`src/rtl/flash_cmd_pkg.sv`:
```
package flash_cmd_pkg;
  typedef enum logic [1:0] {RM_ARRAY, RM_STATUS, RM_LOCK} rd_mode_e;
  typedef enum logic [2:0] {PD_NONE, PD_PROG, PD_BERASE, PD_LOCK, PD_EALL} pend_e;

  localparam logic [7:0] OP_RD_ARRAY = 8'hFF;
  localparam logic [7:0] OP_RD_STAT  = 8'h70;
  localparam logic [7:0] OP_RD_LOCK  = 8'h71;
  localparam logic [7:0] OP_CLR_STAT = 8'h50;
  localparam logic [7:0] OP_PROG     = 8'h40;
  localparam logic [7:0] OP_BERASE   = 8'h20;
  localparam logic [7:0] OP_LOCKPROG = 8'h77;
  localparam logic [7:0] OP_EALL     = 8'hA7;
  localparam logic [7:0] OP_CONFIRM  = 8'hD0;
endpackage

```
`src/rtl/flash_addr_dec.sv`:
```
module flash_addr_dec #(
  parameter int NUM_BLK   = 14,
  parameter int BLK_SHIFT = 8,
  parameter int BIDX_W    = 4,
  parameter int ADDR_W    = 12
) (
  input  logic [ADDR_W-1:0] addr,
  output logic              ok,
  output logic [BIDX_W-1:0] blk
);
  localparam logic [BIDX_W:0] BLK_LIMIT = (BIDX_W+1)'(NUM_BLK);

  assign blk = addr[ADDR_W-1:BLK_SHIFT];
  assign ok  = !addr[0] && ({1'b0, blk} < BLK_LIMIT);
endmodule

```
`src/rtl/flash_seq_fsm.sv`:
```
module flash_seq_fsm
  import flash_cmd_pkg::*;
#(
  parameter int NUM_BLK  = 14,
  parameter int BIDX_W   = 4,
  parameter int ADDR_W   = 12,
  parameter int PROT_BLK = 13
) (
  input  logic               clk,
  input  logic               rst,
  input  logic               wr,
  input  logic               wr_ok,
  input  logic [ADDR_W-1:0]  addr,
  input  logic [BIDX_W-1:0]  blk,
  input  logic [15:0]        wdata,
  input  logic               busy,
  input  logic [NUM_BLK-1:0] lock_bits,
  input  logic               prog_fail,
  input  logic               erase_fail,
  output rd_mode_e           mode,
  output logic               err_prog,
  output logic               err_erase,
  output logic               req_prog,
  output logic               req_blk_erase,
  output logic               req_lock_prog,
  output logic               req_erase_all,
  output logic [ADDR_W-1:0]  req_addr,
  output logic [BIDX_W-1:0]  req_blk,
  output logic [15:0]        req_data,
  output logic [NUM_BLK-1:0] erase_mask
);
  localparam logic [NUM_BLK-1:0] PROT_MASK = NUM_BLK'(1) << PROT_BLK;

  pend_e              pend_q;
  logic [ADDR_W-1:0]  pend_addr_q;
  logic [7:0]         code;
  logic               accept;
  logic [NUM_BLK-1:0] eligible;

  assign code     = wdata[7:0];
  assign accept   = wr && wr_ok && !busy;
  assign eligible = ~lock_bits & ~PROT_MASK;

  always_ff @(posedge clk) begin
    if (rst) begin
      mode          <= RM_ARRAY;
      pend_q        <= PD_NONE;
      pend_addr_q   <= '0;
      err_prog      <= 1'b0;
      err_erase     <= 1'b0;
      req_prog      <= 1'b0;
      req_blk_erase <= 1'b0;
      req_lock_prog <= 1'b0;
      req_erase_all <= 1'b0;
      req_addr      <= '0;
      req_blk       <= '0;
      req_data      <= '0;
      erase_mask    <= '0;
    end else begin
      req_prog      <= 1'b0;
      req_blk_erase <= 1'b0;
      req_lock_prog <= 1'b0;
      req_erase_all <= 1'b0;
      erase_mask    <= '0;
      if (prog_fail)  err_prog  <= 1'b1;
      if (erase_fail) err_erase <= 1'b1;
      if (accept) begin
        if (pend_q == PD_NONE) begin
          case (code)
            OP_RD_ARRAY: mode <= RM_ARRAY;
            OP_RD_STAT:  mode <= RM_STATUS;
            OP_RD_LOCK:  mode <= RM_LOCK;
            OP_CLR_STAT: begin
              err_prog  <= 1'b0;
              err_erase <= 1'b0;
            end
            OP_PROG: begin
              pend_q      <= PD_PROG;
              pend_addr_q <= addr;
            end
            OP_BERASE:   pend_q <= PD_BERASE;
            OP_LOCKPROG: pend_q <= PD_LOCK;
            OP_EALL:     pend_q <= PD_EALL;
            default: ;
          endcase
        end else begin
          pend_q   <= PD_NONE;
          mode     <= RM_ARRAY;
          req_addr <= addr;
          req_blk  <= blk;
          if (pend_q == PD_PROG) begin
            if (addr == pend_addr_q) begin
              req_prog <= 1'b1;
              req_data <= wdata;
            end else begin
              err_prog <= 1'b1;
            end
          end else if (code != OP_CONFIRM) begin
            err_prog  <= 1'b1;
            err_erase <= 1'b1;
          end else begin
            case (pend_q)
              PD_BERASE: req_blk_erase <= 1'b1;
              PD_LOCK:   req_lock_prog <= 1'b1;
              PD_EALL: begin
                req_erase_all <= 1'b1;
                erase_mask    <= eligible;
              end
              default: ;
            endcase
          end
        end
      end
    end
  end
endmodule

```
`src/rtl/flash_rd_mux.sv`:
```
module flash_rd_mux
  import flash_cmd_pkg::*;
(
  input  logic        clk,
  input  logic        rst,
  input  logic        rd,
  input  logic        rd_ok,
  input  rd_mode_e    mode,
  input  logic [15:0] arr_word,
  input  logic [7:0]  status,
  input  logic        lock_bit,
  output logic        rd_valid,
  output logic [15:0] rd_data
);
  always_ff @(posedge clk) begin
    if (rst) begin
      rd_valid <= 1'b0;
      rd_data  <= '0;
    end else begin
      rd_valid <= rd && rd_ok;
      if (rd && rd_ok) begin
        case (mode)
          RM_ARRAY:  rd_data <= arr_word;
          RM_STATUS: rd_data <= {8'h00, status};
          default:   rd_data <= {15'b0, lock_bit};
        endcase
      end
    end
  end
endmodule

```
`src/rtl/flash_cmd_if.sv`:
```
module flash_cmd_if
  import flash_cmd_pkg::*;
#(
  parameter int NUM_BLK   = 14,
  parameter int BLK_SHIFT = 8,
  parameter int PROT_BLK  = NUM_BLK - 1,
  localparam int BIDX_W   = $clog2(NUM_BLK),
  localparam int ADDR_W   = BLK_SHIFT + BIDX_W
) (
  input  logic               clk,
  input  logic               rst,
  input  logic               bus_wr,
  input  logic               bus_rd,
  input  logic [ADDR_W-1:0]  bus_addr,
  input  logic [15:0]        bus_wdata,
  output logic               rd_valid,
  output logic [15:0]        rd_data,
  output logic [ADDR_W-1:0]  arr_raddr,
  input  logic [15:0]        arr_rdata,
  input  logic [NUM_BLK-1:0] lock_bits,
  input  logic               be_busy,
  input  logic               be_prog_fail,
  input  logic               be_erase_fail,
  output logic               req_prog,
  output logic               req_blk_erase,
  output logic               req_lock_prog,
  output logic               req_erase_all,
  output logic [ADDR_W-1:0]  req_addr,
  output logic [BIDX_W-1:0]  req_blk,
  output logic [15:0]        req_data,
  output logic [NUM_BLK-1:0] erase_mask,
  output logic [1:0]         err_flags
);
  logic              a_ok;
  logic [BIDX_W-1:0] a_blk;
  rd_mode_e          mode;
  logic              err_prog;
  logic              err_erase;
  logic [7:0]        status;

  assign arr_raddr = bus_addr;
  assign status    = {!be_busy, 1'b0, err_erase, err_prog, 4'b0000};
  assign err_flags = {err_erase, err_prog};

  flash_addr_dec #(
    .NUM_BLK(NUM_BLK), .BLK_SHIFT(BLK_SHIFT), .BIDX_W(BIDX_W), .ADDR_W(ADDR_W)
  ) u_dec (
    .addr(bus_addr), .ok(a_ok), .blk(a_blk)
  );

  flash_seq_fsm #(
    .NUM_BLK(NUM_BLK), .BIDX_W(BIDX_W), .ADDR_W(ADDR_W), .PROT_BLK(PROT_BLK)
  ) u_fsm (
    .clk(clk), .rst(rst), .wr(bus_wr), .wr_ok(a_ok), .addr(bus_addr),
    .blk(a_blk), .wdata(bus_wdata), .busy(be_busy), .lock_bits(lock_bits),
    .prog_fail(be_prog_fail), .erase_fail(be_erase_fail), .mode(mode),
    .err_prog(err_prog), .err_erase(err_erase), .req_prog(req_prog),
    .req_blk_erase(req_blk_erase), .req_lock_prog(req_lock_prog),
    .req_erase_all(req_erase_all), .req_addr(req_addr), .req_blk(req_blk),
    .req_data(req_data), .erase_mask(erase_mask)
  );

  flash_rd_mux u_rd (
    .clk(clk), .rst(rst), .rd(bus_rd), .rd_ok(a_ok), .mode(mode),
    .arr_word(arr_rdata), .status(status), .lock_bit(lock_bits[a_blk]),
    .rd_valid(rd_valid), .rd_data(rd_data)
  );
endmodule

```
`config.mk`:
```
export PLATFORM = sky130hd
export DESIGN_NAME = flash_cmd_if
export DESIGN_NICKNAME = d
export VERILOG_FILES = /design/src/rtl/flash_cmd_pkg.sv /design/src/rtl/flash_addr_dec.sv /design/src/rtl/flash_seq_fsm.sv /design/src/rtl/flash_rd_mux.sv /design/src/rtl/flash_cmd_if.sv
export SDC_FILE = /design/constraint.sdc
export NUM_CORES = 1
export LEC_CHECK = 0
export ABC_CLOCK_PERIOD_IN_PS = 1750
export BUFFER_PORTS_ARGS = -buffer_cell sky130_fd_sc_hd__clkbuf_2
export CORE_ASPECT_RATIO = 0.8
export CORE_MARGIN = 4
export CORE_UTILIZATION = 43
export DETAILED_ROUTE_END_ITERATION = 7
export PLACE_DENSITY = 0.84
export SYNTH_ARGS = -nofsm -noshare
export SYNTH_HDL_FRONTEND = slang
export SYNTH_SLANG_ARGS = --single-unit
```
`constraint.sdc`:
```
create_clock -name clk -period 1.75 [get_ports clk]
set_input_delay 0.0875 -clock clk [delete_from_list [all_inputs] [get_ports clk]]
set_output_delay 0.0875 -clock clk [all_outputs]
set_load 0.005 [all_outputs]
```
==> out/metrics.csv <==
metric,value,unit
slowest cell on the critical path,or4b_1,
synthesized area per cell,9.398,µm²
largest net degree at the start of global routing,29,
Crit path arrival time,1.97,ns
Die H,88.21,µm
top-count cell post-synth,dfxtp_1,
synthesis-to-layout area growth,37.63,%
crit-path leading delay family,simple AND/OR/NAND/NOR gates,
final hold vios,0,
# nets final,593,
flop2flop setup slack,0.06,ns
area post-placement,4189,µm²
status,"finished, final reports clean",
synth unique cells,40,
routed vias,3319,
CTS Buf Count,9,
Post-synth EDFFs,0,
Detailed Route WL,9898,µm
Power Density,777.2,nW/µm²
WHS Path Cells,3,
clock latency on the worst-skew pair,0.35,ns
vias in the first global route,3147,
FF-to-FF Start,u_fsm.pend_q[1]$_SDFFE_PP0P_,
antenna diode count,0,
share of the synthesized area in the top cell type,0.4689,
syn_nets,433,
sequential cell area fraction in the yosys report,0.4689,
layout cells sized above 1,0.3527,
FMAX,0.5927,GHz
Hold Path Class,primary input to flip-flop,
worst path required time,2.03,ns
#FFs+latches synth,81,
fin area,4760,µm²
total track usage,0.2045,
Final Max Slew Viols,0,
cells after synthesis,368,
Setup crit end kind,flip-flop,
DRT Pass-1 Iters,4,
"area leader, netlist",dfxtp_1,
worst flop-to-flop path endpoint,u_fsm.pend_q[2]$_SDFFE_PP0P_,
CP Cell Sequence,"or4b_1, or4_1, a21oi_2",
CTS sink count,81,
Initial DRC Count,133,
clock transition at the registers of the reported paths,0.09,ns
minimum clock period,1.687,ns
Die Width,108.3,µm
vias per cell,5.202,
Post-CTS Setup Bufs,0,
Area contributors post-synth,"dfxtp_1, mux2i_1, nand2_1, buf_4, nor2_1",
die area,9550,µm²
Max-Cap Viols,0,
Starting Density,0.4549,
first-pass GRT wire length,15350,µm
Async SR Flop Fraction,0,
PnR worst setup slack,0.06284,ns
Setup crit start kind,flip-flop,
clock root cell,clkbuf_8,
Core ar.,7602,µm²
Post-Syn Area,3458,µm²
worst slew pin tran,0.9108,ns
# setup viols final,0,
Overall Power,3.699,mW
initial antenna violation count,0,
# H-tree levels,3,
Post-synth top cells,"dfxtp_1, nand2_1, nor2_1",
CTS tree,built,
ys flop type,dfxtp_1,
total gr overflow,0,
clock skew,0.006893,ns
Lkg Pwr,2.179,nW
max_slew headroom,0.3928,
VDD IR-drop max,0.5762,mV
Min-Delay Endpoint,u_fsm.req_data[5]$_SDFFE_PP0P_,
I/O pins,146,
buffers plus inverters on the worst setup path,0,
Port Buffer Count,144,
pre-CTS setup slack,0.04477,ns
Final Cycle Share,0.9641,
FP Rows,28,
"slowest stage delay, CP",0.57,ns
setup TNS,0,ns
hold_sp,bus_wdata[5],
Max Root-Sink Buffers,2,
Crit Path Class,flip-flop to flip-flop,
Antenna Nets Post-Route,0,
Detailed Place HPWL,6908,µm
fin util,0.6261,
Residual DRC,0,
RSZ-0062 raised after global routing,no,
global placement routability congestion,0.8595,
critical-path maximum fanout,7,
Syn. warnings,0,
post-DR wirelength/cell,15.51,µm
R2R depth,3,
==> per-layer routing <==
metal,global-route usage,vias up,share of wire
li1,-,1608,-
met1,0.2405,1569,0.41
met2,0.3713,123,0.51
met3,0.04449,19,0.061
met4,0.07225,0,0.021
met5,0,-,0
==> worst min-delay path: stages <==
cell and delay [ns]:
clkbuf_2 0.11, nand2_1 0.06, mux2i_1 0.06
==> cell families (layout without fill, tap and decap cells) <==
kind of cell	count (synthesis)	count (layout)	synth area share
and+or+nand+nor	132	132	0.1910
AOI/OAI and AO/OA	57	57	0.1114
DFF	81	81	0.4689
buffers and inverters	48	213	0.07923
other	1	1	0.001084
muxes	37	37	0.1179
xor gates and xnor gates	12	12	0.03039
==> per-stage QoR <==
stage | hold WS (ns) | instances
CTS | 0.005083 | 638
floorplan | 0.1599 | 368
detailed placement | 0.2648 | 588
finish | 0.01046 | 638
global placement | 0.2581 | 588
global route | 0.01729 | 638
==> worst max path at each step <==
stage	to	start	slack [ns]	cells after the start
after floorplan	u_fsm.req_data[10]$_SDFFE_PP0P_	u_fsm.pend_q[1]$_SDFFE_PP0P_	0.06	5
after global placement	u_fsm.mode[0]$_SDFFE_PP0P_	u_fsm.pend_q[1]$_SDFFE_PP0P_	0.13	3
after detailed placement	u_fsm.pend_addr_q[7]$_SDFFE_PP0P_	u_fsm.pend_q[2]$_SDFFE_PP0P_	0.04	4
after CTS	u_fsm.pend_addr_q[7]$_SDFFE_PP0P_	u_fsm.pend_q[2]$_SDFFE_PP0P_	0.005	4
after global routing	u_fsm.pend_q[2]$_SDFFE_PP0P_	u_fsm.pend_q[1]$_SDFFE_PP0P_	0.02	3
final	u_fsm.pend_q[2]$_SDFFE_PP0P_	u_fsm.pend_q[1]$_SDFFE_PP0P_	0.06	3
==> cells in the final DEF, fill, tap and decap left out, types with 5 or more instances in the layout <==
cell | synthesis | final
nor2_1 | 35 | 34
a21oi_1 | 17 | 16
clkbuf_2 | 0 | 144
nand4_1 | 16 | 16
a22o_1 | 12 | 12
dlygate4sd3_1 | 0 | 34
buf_4 | 20 | 13
clkbuf_8 | 0 | 9
dfxtp_1 | 81 | 78
o21ai_0 | 12 | 12
nand3_1 | 8 | 7
mux2i_1 | 34 | 34
xnor2_1 | 12 | 12
nand2_1 | 41 | 41
nor3b_1 | 5 | 5
==> power breakdown <==
group	switching [mW]	internal [mW]	total, mW
Sequential	0.0134	1.86	1.88
Combinational	0.195	0.200	0.395
Clock	0.740	0.687	1.43
Total	0.948	2.75	3.70
==> final cells by class <==
cell class / count / area (µm²)
clock buffer: 9 / 123.9
clock inverter: 7 / 83.83
fill: 622 / 2843
inverter: 4 / 15.01
multi-input combinational: 239 / 1582
sequential: 81 / 1625
tap: 105 / 131.4
timing repair buffer: 193 / 1199
==> state kept, by name, summed over array words and instances, names as in the netlist <==
register / cells
u_fsm.mode: 2
u_fsm.req_prog: 1
u_fsm.req_erase_all: 1
u_fsm.err_erase: 1
u_fsm.pend_addr_q: 12
u_fsm.pend_q: 3
u_fsm.req_addr: 8
u_fsm.req_lock_prog: 1
u_fsm.req_blk: 4
u_rd.rd_valid: 1
u_fsm.req_blk_erase: 1
u_fsm.err_prog: 1
u_fsm.req_data: 16
u_rd.rd_data: 16
u_fsm.erase_mask: 13
==> timing repair <==
action                                 CTS  global route
hold buffers                            34             0
resized for setup                        0             7
setup endpoints to repair                0            20
endpoints found under the hold margin   34             0
Note: power is estimated with default switching activity, not from simulation.
